[src/rtl/rrn_pkg.sv]
package rrn_pkg;
  localparam int unsigned GR_W = 7;
  localparam int unsigned PR_W = 6;

  typedef enum logic [2:0] {
    OP_IDLE  = 3'd0,
    OP_ALLOC = 3'd1,
    OP_CALL  = 3'd2,
    OP_RET   = 3'd3,
    OP_ROT   = 3'd4,
    OP_CLR   = 3'd5
  } rrn_op_e;

  typedef struct packed {
    logic [GR_W-1:0] base;
    logic [GR_W-1:0] size;
    logic [GR_W-1:0] loc;
    logic [GR_W-1:0] rot;
    logic [GR_W-1:0] rrb;
    logic [PR_W-1:0] prrb;
  } frame_t;
endpackage

[src/rtl/rrn_frame_ctrl.sv]
module rrn_frame_ctrl
  import rrn_pkg::*;
#(
  parameter int unsigned STACKED = 96,
  parameter int unsigned PR_ROT  = 48,
  parameter int unsigned DEPTH   = 4
) (
  input  logic            clk_i,
  input  logic            rst_ni,
  input  rrn_op_e         op_i,
  input  logic [GR_W-1:0] loc_i,
  input  logic [GR_W-1:0] out_i,
  input  logic [GR_W-1:0] rot_i,
  output frame_t          cur_o,
  output logic            alloc_err_o,
  output logic            stack_err_o
);
  localparam int unsigned CNT_W = $clog2(DEPTH + 1);
  localparam int unsigned PTR_W = (DEPTH > 1) ? $clog2(DEPTH) : 1;

  frame_t          cur_q, cur_d;
  frame_t          mem_q [DEPTH];
  logic [CNT_W-1:0] cnt_q, cnt_d, cnt_m1;
  logic [GR_W:0]   fsum, bsum;
  logic            bad_alloc, full, empty, push, aerr_d, serr_d;

  assign fsum   = {1'b0, loc_i} + {1'b0, out_i};
  assign bsum   = {1'b0, cur_q.base} + {1'b0, cur_q.loc};
  assign full   = (cnt_q == CNT_W'(DEPTH));
  assign empty  = (cnt_q == '0);
  assign cnt_m1 = cnt_q - 1'b1;
  assign bad_alloc = (fsum > (GR_W+1)'(STACKED)) || (rot_i[2:0] != 3'd0) ||
                     ({1'b0, rot_i} > fsum);
  assign push   = (op_i == OP_CALL) && !full;

  always_comb begin
    cur_d  = cur_q;
    cnt_d  = cnt_q;
    aerr_d = 1'b0;
    serr_d = 1'b0;
    case (op_i)
      OP_ALLOC: begin
        if (bad_alloc) aerr_d = 1'b1;
        else begin
          cur_d.size = fsum[GR_W-1:0];
          cur_d.loc  = loc_i;
          cur_d.rot  = rot_i;
          cur_d.rrb  = '0;
        end
      end
      OP_CALL: begin
        if (full) serr_d = 1'b1;
        else begin
          cnt_d      = cnt_q + 1'b1;
          cur_d.base = (bsum >= (GR_W+1)'(STACKED)) ? GR_W'(bsum - (GR_W+1)'(STACKED))
                                                     : bsum[GR_W-1:0];
          cur_d.size = cur_q.size - cur_q.loc;
          cur_d.loc  = '0;
          cur_d.rot  = '0;
          cur_d.rrb  = '0;
          cur_d.prrb = '0;
        end
      end
      OP_RET: begin
        if (empty) serr_d = 1'b1;
        else begin
          cnt_d = cnt_m1;
          cur_d = mem_q[cnt_m1[PTR_W-1:0]];
        end
      end
      OP_ROT: begin
        if (cur_q.rot != '0)
          cur_d.rrb = (cur_q.rrb == '0) ? cur_q.rot - 1'b1 : cur_q.rrb - 1'b1;
        cur_d.prrb = (cur_q.prrb == '0) ? PR_W'(PR_ROT - 1) : cur_q.prrb - 1'b1;
      end
      OP_CLR: begin
        cur_d.rrb  = '0;
        cur_d.prrb = '0;
      end
      default: ;
    endcase
  end

  always_ff @(posedge clk_i or negedge rst_ni) begin
    if (!rst_ni) begin
      cur_q       <= '0;
      cnt_q       <= '0;
      alloc_err_o <= 1'b0;
      stack_err_o <= 1'b0;
    end else begin
      cur_q       <= cur_d;
      cnt_q       <= cnt_d;
      alloc_err_o <= aerr_d;
      stack_err_o <= serr_d;
    end
  end

  // marker storage needs no reset: reads are guarded by the count
  always_ff @(posedge clk_i) begin
    if (push) mem_q[cnt_q[PTR_W-1:0]] <= cur_q;
  end

  assign cur_o = cur_q;
endmodule

[src/rtl/rrn_gr_map.sv]
module rrn_gr_map
  import rrn_pkg::*;
#(
  parameter int unsigned STATIC  = 32,
  parameter int unsigned STACKED = 96
) (
  input  logic [GR_W-1:0] idx_i,
  input  frame_t          frame_i,
  output logic [GR_W-1:0] phys_o,
  output logic            viol_o
);
  logic [GR_W-1:0] off, loff;
  logic [GR_W:0]   rsum, rwrap, psum, pwrap;
  logic            stacked, in_rot;

  assign stacked = (idx_i >= GR_W'(STATIC));
  assign off     = idx_i - GR_W'(STATIC);
  assign in_rot  = (off < frame_i.rot);
  assign rsum    = {1'b0, off} + {1'b0, frame_i.rrb};
  assign rwrap   = (rsum >= {1'b0, frame_i.rot}) ? rsum - {1'b0, frame_i.rot} : rsum;
  assign loff    = in_rot ? rwrap[GR_W-1:0] : off;
  assign psum    = {1'b0, frame_i.base} + {1'b0, loff};
  assign pwrap   = (psum >= (GR_W+1)'(STACKED)) ? psum - (GR_W+1)'(STACKED) : psum;

  always_comb begin
    viol_o = 1'b0;
    phys_o = idx_i;
    if (stacked) begin
      if (off >= frame_i.size) begin
        viol_o = 1'b1;
        phys_o = '0;
      end else begin
        phys_o = GR_W'(STATIC) + pwrap[GR_W-1:0];
      end
    end
  end
endmodule

[src/rtl/rrn_pr_map.sv]
module rrn_pr_map
  import rrn_pkg::*;
#(
  parameter int unsigned STATIC = 16,
  parameter int unsigned ROT    = 48
) (
  input  logic [PR_W-1:0] idx_i,
  input  logic [PR_W-1:0] prrb_i,
  output logic [PR_W-1:0] phys_o
);
  logic [PR_W:0] sum, wrap;

  assign sum  = {1'b0, idx_i - PR_W'(STATIC)} + {1'b0, prrb_i};
  assign wrap = (sum >= (PR_W+1)'(ROT)) ? sum - (PR_W+1)'(ROT) : sum;
  assign phys_o = (idx_i < PR_W'(STATIC)) ? idx_i : PR_W'(STATIC) + wrap[PR_W-1:0];
endmodule

[src/rtl/rrn_renamer.sv]
module rrn_renamer
  import rrn_pkg::*;
#(
  parameter int unsigned GR_STATIC    = 32,
  parameter int unsigned PR_STATIC    = 16,
  parameter int unsigned MARKER_DEPTH = 4
) (
  input  logic            clk_i,
  input  logic            rst_ni,
  input  logic [2:0]      op_i,
  input  logic [GR_W-1:0] alloc_local_i,
  input  logic [GR_W-1:0] alloc_out_i,
  input  logic [GR_W-1:0] alloc_rot_i,
  input  logic [GR_W-1:0] gr_idx_i,
  output logic [GR_W-1:0] gr_phys_o,
  output logic            gr_viol_o,
  input  logic [PR_W-1:0] pr_idx_i,
  output logic [PR_W-1:0] pr_phys_o,
  output logic            alloc_err_o,
  output logic            stack_err_o
);
  localparam int unsigned GR_STACKED = (1 << GR_W) - GR_STATIC;
  localparam int unsigned PR_ROT     = (1 << PR_W) - PR_STATIC;

  frame_t frame;

  rrn_frame_ctrl #(
    .STACKED(GR_STACKED),
    .PR_ROT (PR_ROT),
    .DEPTH  (MARKER_DEPTH)
  ) u_ctrl (
    .clk_i      (clk_i),
    .rst_ni     (rst_ni),
    .op_i       (rrn_op_e'(op_i)),
    .loc_i      (alloc_local_i),
    .out_i      (alloc_out_i),
    .rot_i      (alloc_rot_i),
    .cur_o      (frame),
    .alloc_err_o(alloc_err_o),
    .stack_err_o(stack_err_o)
  );

  rrn_gr_map #(
    .STATIC (GR_STATIC),
    .STACKED(GR_STACKED)
  ) u_gr (
    .idx_i  (gr_idx_i),
    .frame_i(frame),
    .phys_o (gr_phys_o),
    .viol_o (gr_viol_o)
  );

  rrn_pr_map #(
    .STATIC(PR_STATIC),
    .ROT   (PR_ROT)
  ) u_pr (
    .idx_i (pr_idx_i),
    .prrb_i(frame.prrb),
    .phys_o(pr_phys_o)
  );
endmodule

[config.mk]
export PLATFORM = sky130hd
export DESIGN_NAME = rrn_renamer
export DESIGN_NICKNAME = d
export VERILOG_FILES = /design/src/rtl/rrn_pkg.sv /design/src/rtl/rrn_frame_ctrl.sv /design/src/rtl/rrn_gr_map.sv /design/src/rtl/rrn_pr_map.sv /design/src/rtl/rrn_renamer.sv
export SDC_FILE = /design/constraint.sdc
export NUM_CORES = 1
export LEC_CHECK = 0
export ABC_AREA = 1
export ABC_CLOCK_PERIOD_IN_PS = 8800
export BUFFER_PORTS_ARGS = -buffer_cell sky130_fd_sc_hd__buf_4
export CELL_PAD_IN_SITES_DETAIL_PLACEMENT = 1
export CELL_PAD_IN_SITES_GLOBAL_PLACEMENT = 2
export CORE_AREA = 5 5 188 190
export CTS_CLUSTER_DIAMETER = 30
export CTS_CLUSTER_SIZE = 8
export DETAILED_ROUTE_END_ITERATION = 12
export DIE_AREA = 0 0 193 195
export PLACE_DENSITY = 0.84
export SLEW_MARGIN = 20
export SYNTH_ARGS = -nofsm -noshare
export SYNTH_HDL_FRONTEND = slang
export SYNTH_SLANG_ARGS = --single-unit
[constraint.sdc]
create_clock -name clk_i -period 8.8 [get_ports clk_i]
set_clock_uncertainty 0.2 [all_clocks]
set_input_delay 2.64 -clock clk_i [delete_from_list [all_inputs] [get_ports clk_i]]
set_output_delay 2.64 -clock clk_i [all_outputs]
set_load 0.01 [all_outputs]
==> impl_metrics.toml <==
[clocking]
clk_pin_slew_ps = 50
clock_path_buffers = 3
htreeDepth = 2
cts_root_buf = "clkbuf_16"
clk_latency_ps = 520
cts_inserted_buffers = 40
cts_sinks = 210
tritoncts = "built"

[timing]
fmax_mhz = 106
fin_ws_ps = -655
rsz0062_at_grt = "true"
slew_violations = 0
tightest_slew_ps = 1080
timing.final.crit_share_pct = 107
setup_viol = 6
fin_crit_ps = 9450
hold_viol = 0
relSlewSlack_pct = 27.9
fin_setup_tns_ps = -2550

[hold_path]
min_from = "u_ctrl.cur_o[16]"
hold_class = "flop to flop"
min_to = "u_ctrl.mem_q[3][16]"
whs_path_depth = 0

[global_routing]
busiest_layer = "met2"
antenna_found_initial = 0
grt_pass1_vias = 10500
gr-usage-met1_pct = 24.9
grt_usage_pct = 19.0
grt_pass1_wl_mm = 57.1
use_met3_pct = 2.93
gr-total-overflow = 0
grt_max_degree = 101
use_met2_pct = 32.6

[die]
rows = 67
start_util_pct = 35.5
ios = 55
die_width_um = 193
dieArea_mm2 = 0.0376
coreArea_mm2 = 0.0333
die_h_um = 195

[setup_path]
endpoint_kind = "output pin"
r2r_cells = 5
critPathMaxStageDelay_ps = 380
path_max_fanout = 5
reg2reg_from = "u_ctrl.cnt_q[0]"
criticalPathCategory = "input port to output pin"
cpLargestDelayFamily = "simple AND/OR/NAND/NOR gates"
rrSetupSlack_ps = 5570
cp_common_cell = "nand2_2"
crit_buf_inv = 4
crit_arrival_ps = 6610
crit_path_start_kind = "input port"
startpoint = "gr_idx_i[0]"
crit_slowest_cell = "fa_2"
worst-path-stages = 31
critPathRequiredTime_ps = 5960
r2r_end = "u_ctrl.mem_q[3][9]"

[detailed_routing]
wl_mm = 36.2
ant_nets = 0
drc = 0
drt_iter0_drc = 491
drt-pass1-iter-count = 5
vias = 9761
wl_per_cell_um = 19.4
via_per_inst = 5.22

[synth]
netlist_area_mm2 = 0.0118
synth.distinct_cells = 50
synth_edf_count = 164
seq_area_frac_synth_pct = 51.4
async_flop_share_pct = 21.9
syn_avg_cell_area_um2 = 9.39
syn_nets = 1384
synth_cells = 1258
synth.largest_area_cell = "edfxtp_1"
yosysTopAreaCellShare_pct = 41.7
synth-seq-cells = 210
synth_area_leaders = "edfxtp_1 (42%), dfrtp_1 (9.7%), nand2_1 (9.2%)"
ys.warnings.count = 0
synthFlopType = "edfxtp_1"

[placed_design]
place.detailed.hpwl_mm = 23.3
placed_area_mm2 = 0.0132
portBuffers = 54
place.gp.congestion = 0.824

[final_layout]
area_delta_synth_final_pct = 26.8
n_antenna_cell = 0
final_area_mm2 = 0.0150
layout_common_cells = "nand2_1 (266), edfxtp_1 (164), inv_1 (136)"
utilization_pct = 45.0
mostFrequentLayoutCell = "nand2_1"
finalNetCount = 1518
drive_gt1_share_pct = 21.2
nFillCells = 3802

[run]
maxCapViolCount = 0

[power_and_ir_drop]
power_density_mw_per_mm2 = 421
leakage_nw = 6.49
finalPower_w = 0.00631
vdd_drop_max_mv = 0.375

[outcome]
violations = "negative setup slack"
status = "complete, but fails checks"
[repair_timing]
action                                  in CTS  in global routing
hold buffers                                 0                  0
pin swaps                                   31                 16
setup buffers                               13                  7
endpoints found under the setup margin       6                  6
resized for setup                           52                 30
[final cells by class]
| class | instances | area [um^2] | share of cell area (%) |
|---|---|---|---|
| clock buffer | 56 | 1130 | 7.56 |
| clock inverter | 17 | 173 | 1.15 |
| inverter | 151 | 569 | 3.80 |
| multi-input combinational | 857 | 5450 | 36.4 |
| sequential | 210 | 6080 | 40.6 |
| tap | 448 | 561 | 3.74 |
| timing repair buffer | 132 | 1020 | 6.81 |
[layer usage]
metal / wire length [um] / share of wire [%] / vias up
met5: 0 / 0 / -
li1: - / - / 4613
met3: 1480 / 4.1 / 67
met1: 16100 / 44 / 4883
met4: 869 / 2.4 / 0
met2: 17800 / 49 / 198
[how the worst max path moves through the flow]
| stage | to | slack, ps |
|---|---|---|
| finish | gr_phys_o[6] | -650 |
| global route | gr_phys_o[6] | -920 |
| CTS | gr_phys_o[6] | -550 |
| detailed placement | gr_phys_o[6] | -860 |
| global placement | gr_phys_o[6] | -680 |
| floorplan | gr_phys_o[6] | -170 |
[through the flow]
| step | hold slack [ps] | instances | worst slack, ps |
|---|---|---|---|
| floorplan | 296 | 1258 | -175 |
| global placement | 330 | 1779 | -683 |
| detailed placement | 360 | 1779 | -856 |
| CTS | 369 | 1864 | -546 |
| global route | 392 | 1871 | -925 |
| finish | 370 | 1871 | -655 |
[kinds of logic after synthesis]
logic type                 after synthesis  synth area share, %
and+or+nand+nor                        493                 17.9
AOI/OAI and AO/OA                      248                 12.4
DFF                                    210                 51.4
buffers and inverters                  191                 6.36
adders and majority gates               87                 9.66
xor gates and xnor gates                29                 2.28
[synthesized netlist by cell type (5+ instances only)]
master      n
nand2_1   291
xor2_1     16
buf_2      11
nand4_1    14
xnor2_1    11
nor2_1     79
a221oi_1    9
o211ai_1    6
nor3_1      9
fa_1        7
a32o_1     13
inv_1     144
a21oi_1    75
clkbuf_1   21
inv_2       6
o21ai_0    89
buf_1       5
ha_1       80
o22ai_1    15
nand3_1    78
dfrtp_1    46
a31oi_1     8
edfxtp_1  164
o21ai_1     7
a21o_1      9
[state kept, by name, indices dropped and copies added (netlist names)]
name	flops
u_ctrl.cur_o	41
u_ctrl.stack_err_o	1
u_ctrl.cnt_q	3
u_ctrl.alloc_err_o	1
u_ctrl.mem_q	164
[report_power, final]
group	internal (W)	switching, W
logic	0.00146	0.00195
registers	0.00126	0.000178
clock network	0.000980	0.000482
total	0.00370	0.00261
(Power assumes the default switching activity.)
